===== src/rtl/uvi_pkg.sv =====
// Package: types shared by the UV sample sequencer and its interrupt logic.
// Assumes: 2-bit route encoding is fixed by the host-visible register field.
package uvi_pkg;
    typedef enum logic [1:0] {
        ROUTE_DRDY   = 2'b00,
        ROUTE_HIGH   = 2'b01,
        ROUTE_LOW    = 2'b10,
        ROUTE_EITHER = 2'b11
    } route_e;

    typedef struct packed {
        logic active;
        logic low;
        logic high;
    } src_t;
endpackage


===== src/rtl/uvi_period_timer.sv =====
// Period timer: while en is high, counts clock cycles and pulses tick once
// every PERIOD cycles; the count returns to zero whenever en is low.
// Assumes: PERIOD >= 2.
module uvi_period_timer #(
    parameter int PERIOD = 32768
) (
    input  logic clk,
    input  logic rst_n,
    input  logic en,
    output logic tick
);
    localparam int CW = $clog2(PERIOD);
    localparam logic [CW-1:0] LAST = CW'(PERIOD - 1);

    logic [CW-1:0] cnt_q;

    assign tick = en && (cnt_q == LAST);

    // Advance or clear the period count.
    always_ff @(posedge clk) begin
        if (!rst_n || !en) begin
            cnt_q <= '0;
        end else if (cnt_q == LAST) begin
            cnt_q <= '0;
        end else begin
            cnt_q <= cnt_q + 1'b1;
        end
    end
endmodule


===== src/rtl/uvi_sequencer.sv =====
// Sequencer: issues conversion requests in continuous or single-shot
// operation, powers down when neither is selected, and times the trim
// reboot over one sample-rate period.
// Assumes: oneshot_wr and boot_wr are single-cycle write strobes.
module uvi_sequencer #(
    parameter int RATE_DIV = 32768
) (
    input  logic clk,
    input  logic rst_n,
    input  logic cont_en,
    input  logic oneshot_wr,
    input  logic boot_wr,
    input  logic conv_valid,
    output logic sample_req,
    output logic oneshot_busy,
    output logic boot_busy,
    output logic trim_reload
);
    logic rate_tick;
    logic boot_tick;
    logic os_start;

    uvi_period_timer #(.PERIOD(RATE_DIV)) rate_tmr_i (
        .clk  (clk),
        .rst_n(rst_n),
        .en   (cont_en),
        .tick (rate_tick)
    );

    uvi_period_timer #(.PERIOD(RATE_DIV)) boot_tmr_i (
        .clk  (clk),
        .rst_n(rst_n),
        .en   (boot_busy),
        .tick (boot_tick)
    );

    assign os_start    = oneshot_wr && !cont_en && !oneshot_busy;
    assign trim_reload = boot_busy && boot_tick;

    // Request pulse and single-shot busy flag.
    always_ff @(posedge clk) begin
        if (!rst_n) begin
            sample_req   <= 1'b0;
            oneshot_busy <= 1'b0;
        end else begin
            sample_req <= (cont_en && rate_tick) || os_start;
            if (os_start) begin
                oneshot_busy <= 1'b1;
            end else if (conv_valid) begin
                oneshot_busy <= 1'b0;
            end
        end
    end

    // Reboot busy flag, self-clearing after one period.
    always_ff @(posedge clk) begin
        if (!rst_n) begin
            boot_busy <= 1'b0;
        end else if (boot_wr) begin
            boot_busy <= 1'b1;
        end else if (boot_tick) begin
            boot_busy <= 1'b0;
        end
    end


    power_down_chk: assert property (@(posedge clk) disable iff (!rst_n)
        sample_req |-> (oneshot_busy || $past(cont_en)));

    oneshot_clear_chk: assert property (@(posedge clk) disable iff (!rst_n)
        (oneshot_busy && conv_valid && !oneshot_wr) |=> !oneshot_busy);

    boot_start_chk: assert property (@(posedge clk) disable iff (!rst_n)
        $rose(boot_busy) |-> $past(boot_wr));

    boot_end_chk: assert property (@(posedge clk) disable iff (!rst_n)
        (trim_reload && !boot_wr) |=> !boot_busy);
endmodule


===== src/rtl/uvi_event_unit.sv =====
// Event unit: holds the last sample and its data-available flag, compares
// each sample against the threshold and keeps live or latched event flags.
// Assumes: rd_out and rd_src are single-cycle read strobes.
module uvi_event_unit
    import uvi_pkg::*;
#(
    parameter int DATA_W = 8
) (
    input  logic              clk,
    input  logic              rst_n,
    input  logic              conv_valid,
    input  logic [DATA_W-1:0] conv_data,
    input  logic [DATA_W-1:0] thresh,
    input  logic              irq_en,
    input  logic              hi_en,
    input  logic              lo_en,
    input  logic              latch_en,
    input  logic              rd_out,
    input  logic              rd_src,
    output logic [DATA_W-1:0] uv_out,
    output logic              data_avail,
    output src_t              src
);
    logic hi_q, lo_q;
    logic new_hi, new_lo;

    assign new_hi = conv_valid && irq_en && hi_en && (conv_data > thresh);
    assign new_lo = conv_valid && irq_en && lo_en && (conv_data < thresh);

    // Output register and data-available flag.
    always_ff @(posedge clk) begin
        if (!rst_n) begin
            uv_out     <= '0;
            data_avail <= 1'b0;
        end else if (conv_valid) begin
            uv_out     <= conv_data;
            data_avail <= 1'b1;
        end else if (rd_out) begin
            data_avail <= 1'b0;
        end
    end

    // Event flags, latched or following the latest sample.
    always_ff @(posedge clk) begin
        if (!rst_n || !irq_en) begin
            hi_q <= 1'b0;
            lo_q <= 1'b0;
        end else if (latch_en) begin
            hi_q <= (hi_q && !rd_src) || new_hi;
            lo_q <= (lo_q && !rd_src) || new_lo;
        end else if (conv_valid) begin
            hi_q <= new_hi;
            lo_q <= new_lo;
        end
    end

    assign src = '{active: hi_q || lo_q, low: lo_q, high: hi_q};


    load_value_chk: assert property (@(posedge clk) disable iff (!rst_n)
        conv_valid |=> (data_avail && uv_out == $past(conv_data)));

    read_clear_chk: assert property (@(posedge clk) disable iff (!rst_n)
        (rd_out && !conv_valid) |=> !data_avail);

    latch_hold_chk: assert property (@(posedge clk) disable iff (!rst_n)
        (latch_en && irq_en && src.high && !rd_src) |=> src.high);

    master_off_chk: assert property (@(posedge clk) disable iff (!rst_n)
        !irq_en |=> (src.high == 1'b0 && src.low == 1'b0));
endmodule


===== src/rtl/uvi_irq_drive.sv =====
// Interrupt pin driver: selects the routed condition, applies polarity and
// chooses push-pull or open-drain drive enable.
// Assumes: pad logic outside drives the pin from irq_o when irq_oe is high.
module uvi_irq_drive
    import uvi_pkg::*;
(
    input  route_e route,
    input  logic   act_low,
    input  logic   open_drain,
    input  logic   data_avail,
    input  src_t   src,
    output logic   irq_o,
    output logic   irq_oe
);
    logic asserted;

    // Pick the condition routed to the pin.
    always_comb begin
        unique case (route)
            ROUTE_DRDY:   asserted = data_avail;
            ROUTE_HIGH:   asserted = src.high;
            ROUTE_LOW:    asserted = src.low;
            ROUTE_EITHER: asserted = src.high || src.low;
            default:      asserted = 1'b0;
        endcase
    end

    assign irq_o  = asserted ^ act_low;
    assign irq_oe = open_drain ? asserted : 1'b1;
endmodule


===== src/rtl/uvi_sample_irq.sv =====
// Top: UV sample sequencer with threshold events and interrupt pin.
// Assumes: all strobes are synchronous to clk and one cycle long.
module uvi_sample_irq
    import uvi_pkg::*;
#(
    parameter int RATE_DIV = 32768,
    parameter int DATA_W   = 8
) (
    input  logic              clk,
    input  logic              rst_n,
    input  logic              cont_en,
    input  logic              oneshot_wr,
    input  logic              boot_wr,
    input  logic              irq_en,
    input  logic              hi_en,
    input  logic              lo_en,
    input  logic              latch_en,
    input  logic [1:0]        route_sel,
    input  logic              irq_act_low,
    input  logic              irq_od,
    input  logic [DATA_W-1:0] thresh,
    input  logic              conv_valid,
    input  logic [DATA_W-1:0] conv_data,
    input  logic              rd_out,
    input  logic              rd_src,
    output logic              sample_req,
    output logic              oneshot_busy,
    output logic              boot_busy,
    output logic              trim_reload,
    output logic [DATA_W-1:0] uv_out,
    output logic              data_avail,
    output logic [2:0]        src_flags,
    output logic              irq_o,
    output logic              irq_oe
);
    src_t src;

    uvi_sequencer #(.RATE_DIV(RATE_DIV)) seq_i (
        .clk         (clk),
        .rst_n       (rst_n),
        .cont_en     (cont_en),
        .oneshot_wr  (oneshot_wr),
        .boot_wr     (boot_wr),
        .conv_valid  (conv_valid),
        .sample_req  (sample_req),
        .oneshot_busy(oneshot_busy),
        .boot_busy   (boot_busy),
        .trim_reload (trim_reload)
    );

    uvi_event_unit #(.DATA_W(DATA_W)) evt_i (
        .clk       (clk),
        .rst_n     (rst_n),
        .conv_valid(conv_valid),
        .conv_data (conv_data),
        .thresh    (thresh),
        .irq_en    (irq_en),
        .hi_en     (hi_en),
        .lo_en     (lo_en),
        .latch_en  (latch_en),
        .rd_out    (rd_out),
        .rd_src    (rd_src),
        .uv_out    (uv_out),
        .data_avail(data_avail),
        .src       (src)
    );

    uvi_irq_drive drv_i (
        .route     (route_e'(route_sel)),
        .act_low   (irq_act_low),
        .open_drain(irq_od),
        .data_avail(data_avail),
        .src       (src),
        .irq_o     (irq_o),
        .irq_oe    (irq_oe)
    );

    assign src_flags = src;


    drdy_route_chk: assert property (@(posedge clk) disable iff (!rst_n)
        (route_sel == 2'b00 && !irq_od) |-> (irq_oe && irq_o == (data_avail ^ irq_act_low)));

    active_bit_chk: assert property (@(posedge clk) disable iff (!rst_n)
        src_flags[2] == (src_flags[1] || src_flags[0]));
endmodule


===== config.mk =====
export PLATFORM = sky130hd
export DESIGN_NAME = uvi_sample_irq
export DESIGN_NICKNAME = d
export VERILOG_FILES = /design/src/rtl/uvi_pkg.sv /design/src/rtl/uvi_period_timer.sv /design/src/rtl/uvi_sequencer.sv /design/src/rtl/uvi_event_unit.sv /design/src/rtl/uvi_irq_drive.sv /design/src/rtl/uvi_sample_irq.sv
export SDC_FILE = /design/constraint.sdc
export NUM_CORES = 1
export LEC_CHECK = 0
export BUFFER_PORTS_ARGS = -buffer_cell sky130_fd_sc_hd__buf_2
export CAP_MARGIN = 40
export CORE_ASPECT_RATIO = 0.9
export CORE_UTILIZATION = 40
export DETAILED_ROUTE_END_ITERATION = 7
export PLACE_DENSITY = 0.67
export SYNTH_ARGS = -nofsm -noshare
export SYNTH_HDL_FRONTEND = slang
export SYNTH_SLANG_ARGS = --single-unit

===== constraint.sdc =====
create_clock -name clk -period 4.4 [get_ports clk]
set_input_delay 0.44 -clock clk [delete_from_list [all_inputs] [get_ports clk]]
set_output_delay 0.44 -clock clk [all_outputs]
set_load 0.01 [all_outputs]

======== After elaboration in Yosys (flattened, before gate mapping) ========
Cells that the tools add are included.
cells by class
  add/sub/neg operators ................... 2
  order comparisons ....................... 2
  eq/ne operators ......................... 5
  mux-type cells .......................... 12
  bitwise logic cells ..................... 1
  reductions and logical operators ........ 33
operator list
  cell                   number
  $add 15x1->15 const B  2
  $eq 15x15->1 const B   2
  $logic_and 1x1->1      13
  $mux 1                 11
  $gt 8x8->1             1
  $lt 8x8->1             1
  $reduce_bool 2->1      4
  $logic_or 1x1->1       7
  $logic_not 1->1        6
  $eq 2x2->1 const B     2
  $pmux 1 s4             1
  $reduce_or 2->1        2
  $eq 2x1->1 const B     1
  $logic_not 2->1        1
  $xor 1x1->1            1
storage, ports and cells
  flip-flop bits (word level) ............. 44
  input bits .............................. 32
  output and inout port bits .............. 18
  word-level logic and storage cells ...... 64

======== Longest topological paths before layout ========
  depth after elaboration ................. 5
  gate-level depth with buffers ........... 6

======== Hierarchy ========
A second synthesis with hierarchy kept.
unflattened totals
  cells, all modules ...................... 225
  area total of the unflattened synthesis .. 2134.5 um^2
modules (own cells, without submodules)
  module            instances  cells an instance  area each (um^2)
  uvi_period_timer  2          71                 669.4
  uvi_event_unit    1          68                 646.9
  uvi_sequencer     1          11                 113.9
  uvi_irq_drive     1          4                  35.0

======== Least setup slack after synthesis ========
OpenSTA, ideal clock, no wires.
  path kind ............................... register to output
  start ................................... register seq_i.boot_tmr_i.cnt_q[0]
  end ..................................... output port trim_reload
  data arrival time ....................... 1.292 ns
  setup slack ............................. 2.668 ns
  stages on the path, launching flop included .. 5
  buffers on the path ..................... 0
  cells stage by stage .................... dfxtp_1 ha_1 inv_1 nor4_4 and4_2
on the way
  cells in the longest elaborated chain, start to end .. 3
ends and longest elaborated chain
  element                 line                    RTL
  from (decl)             uvi_period_timer.sv:15  logic [CW-1:0] cnt_q;
  from (signal assigned)  uvi_period_timer.sv:26  cnt_q <= cnt_q + 1'b1;
  $eq 15x15->1            uvi_period_timer.sv:17  assign tick = en && (cnt_q == LAST);
  $logic_and 1x1->1       uvi_period_timer.sv:17
  $logic_and 1x1->1       uvi_sequencer.sv:38     assign trim_reload = boot_busy && boot_tick;
  to (decl)               uvi_sample_irq.sv:29    output logic trim_reload,
No other way between the ends.

======== Worst setup path in the final report ========
Ends and elaborated chain as after synthesis.

==> flow_summary.ini <==
[min_path]
hold_path_class = primary input to flop

[drt]
routed_wl_um = 3798
drtIter0Drc = 38
wl_per_cell_um = 11.07
drt_pre_antenna_iters = 4
ant_nets = 0
vias_per_cell = 4.892
drc = 0
vias = 1678

[logic_synthesis]
synth_flop_cell = dfxtp_1
ys_types = 39
syn_nets = 269
synth_top_area_cell = dfxtp_1
yosysTopAreaCellShare_pct = 41.95
async_flop_share_pct = 0
ys_seq_elements = 44
synthCells = 227
ys_seq_area_share_pct = 41.95
ys_warn_count = 0
synthTopCellsByArea = dfxtp_1 (42%), xnor2_1 (7.5%), ha_1 (6.0%), nor2_1 (5.5%), mux2i_1 (4.3%)
avgSynthCellArea_sq_um = 9.249
netlist_area_sq_mm = 0.002100
synth_edf_count = 0

[sta]
setup-violations-final = 0
holdWs_ps = 353.9
worst_slew_pin_slew_ps = 387.5
relSlewSlack_pct = 74.16
maxSlewViolCount = 0
fin_crit_ps = 2252
timing.fmax_ghz = 0.4440
skew_ps = 9.022
setup_ws_ps = 2148
fin_setup_tns_ps = 0
hold_viol = 0
grt_setup_unrepaired = no
fin_crit_sh_pct = 51.18

[clocking]
cts_root_buffer = clkbuf_8
hold_buffers = 0
clock_latency_ps = 290
numCtsBuffers = 5
clkSinkCount = 44
cts_setup_buffers = 0
path_clk_slew_ps = 80
cts_buffer_depth = 2
cts_max_level = 2
cts_tree = built
cts_resized = 0

[die]
core_area_sq_mm = 0.004955
die_h_um = 70.73
io_pins = 50
dieArea_sq_mm = 0.005543
fp.dieW_um = 78.37
start_util_pct = 42.37
core.rowCount = 24

[run]
drv_cap = 0

[power_and_ir_drop]
p_leak_nw = 1.037
peakVddDrop_mv = 0.1932
p_per_area_mw_per_mm2 = 315.2

[critical_path]
startpoint_type = flop
end_kind = output port
path_class = flop to output port
crit_fanout = 5
cp.arrival_ps = 1810
cp_data_required_time_ps = 3960

[grt]
grt_util_all_layers_pct = 15.11
grt_overflow = 0
grt_pass1_wl_um = 6727
antenna_found_initial = 0
grt_pass1_vias = 1606
grt_max_degree = 17

[place]
dp_slack_ps = 2454
port_buffers = 49
hpwl_um = 2885
gp_congestion = 0.7756
placed_area_sq_mm = 0.002371

[run_status]
status = completed

[finish]
final_core_utilization_pct = 50.03
fin_area_sq_mm = 0.002479
antennaDiodeCount = 0
fin_nets = 319
area_growth_syn_to_layout_pct = 18.06
drive_gt1_share_pct = 24.46
## worst paths after layout
path	from	endpoint	slack [ps]	depth (start not counted)
max	seq_i.boot_tmr_i.cnt_q[0]	trim_reload	2150	5
max reg2reg	seq_i.rate_tmr_i.cnt_q[0]	seq_i.rate_tmr_i.cnt_q[5]	2670	5
min reg2reg	seq_i.boot_tmr_i.cnt_q[0]	seq_i.boot_tmr_i.cnt_q[0]	490	1
min	boot_wr	seq_i.boot_busy	350	3
## flip-flops by register name, indices dropped and copies added (netlist names)
| name | count |
|---|---|
| seq_i.rate_tmr_i.cnt_q | 15 |
| seq_i.boot_tmr_i.cnt_q | 15 |
| evt_i.lo_q | 1 |
| seq_i.oneshot_busy | 1 |
| evt_i.hi_q | 1 |
| evt_i.data_avail | 1 |
| evt_i.uv_out | 8 |
| seq_i.sample_req | 1 |
| seq_i.boot_busy | 1 |
## synthesized netlist by cell type (5+ instances only)
| master | count |
|---|---|
| nor2_1 | 31 |
| a21oi_1 | 5 |
| ha_1 | 10 |
| dfxtp_1 | 44 |
| nor2b_1 | 11 |
| nand4_1 | 6 |
| xnor2_1 | 18 |
| nand2_1 | 11 |
| mux2i_1 | 9 |
| inv_1 | 15 |
| nor3_1 | 8 |
| nand3_1 | 13 |
| xor2_1 | 7 |
## cell families after synthesis
family,count (synthesis),share of synthesized area (%)
compound gates,19,6.377
xor+xnor,25,10.43
fa+ha+maj,10,5.959
buf+inv,21,5.303
flops,44,41.95
mux,9,4.291
simple gates,99,25.69
## cell type report
| cell class | count | area [sq um] |
|---|---|---|
| Sequential cell | 44 | 880.8 |
| Timing Repair Buffer | 49 | 245.2 |
| Clock buffer | 6 | 72.57 |
| Tap cell | 65 | 81.33 |
| Clock inverter | 2 | 35.03 |
| Inverter | 15 | 56.30 |
| Multi-Input combinational cell | 162 | 1107 |
| Fill cell | 477 | 2476 |
## layer usage
metal | up-vias | part of all wire, % | track usage (%)
li1 | 871 | - | -
met1 | 747 | 49 | 18.16
met2 | 55 | 43 | 25.83
met3 | 5 | 6.5 | 3.742
met4 | 0 | 1.8 | 6.173
met5 | - | 0 | 0
## layout by cell type, fill, tap and decap left out, types with 5 or more instances in the layout
| master | count |
|---|---|
| buf_2 | 49 |
| inv_1 | 15 |
| nand3_1 | 13 |
| nor2b_1 | 11 |
| dfxtp_1 | 44 |
| mux2i_1 | 9 |
| nand4_1 | 6 |
| nor2_1 | 31 |
| ha_1 | 10 |
| a21oi_1 | 5 |
| clkbuf_8 | 5 |
| xnor2_1 | 18 |
| nor3_1 | 8 |
| xor2_1 | 7 |
| nand2_1 | 11 |
## worst max-delay path, stage by stage (launching register included)
cell and delay [ps]:
dfxtp_1 410, ha_1 260, inv_1 130, nor4_4 350, and4_2 250, buf_2 120
## power breakdown
part	switching, W	total (W)	internal (W)
clock	0.000127	0.000296	0.000168
sequential	0.00000592	0.000413	0.000407
combinational	0.0000384	0.0000730	0.0000347
total	0.000172	0.000781	0.000610
## through the flow
stage / cells / power [W]
after CTS: 343 / 0.0007913
after detailed placement: 335 / 0.0004956
after global routing: 343 / 0.0008148
final: 343 / 0.0007813
after global placement: 335 / 0.0004944
after floorplan: 227 / 0.0004665
No activity file was read; power rests on OpenSTA's default activity.
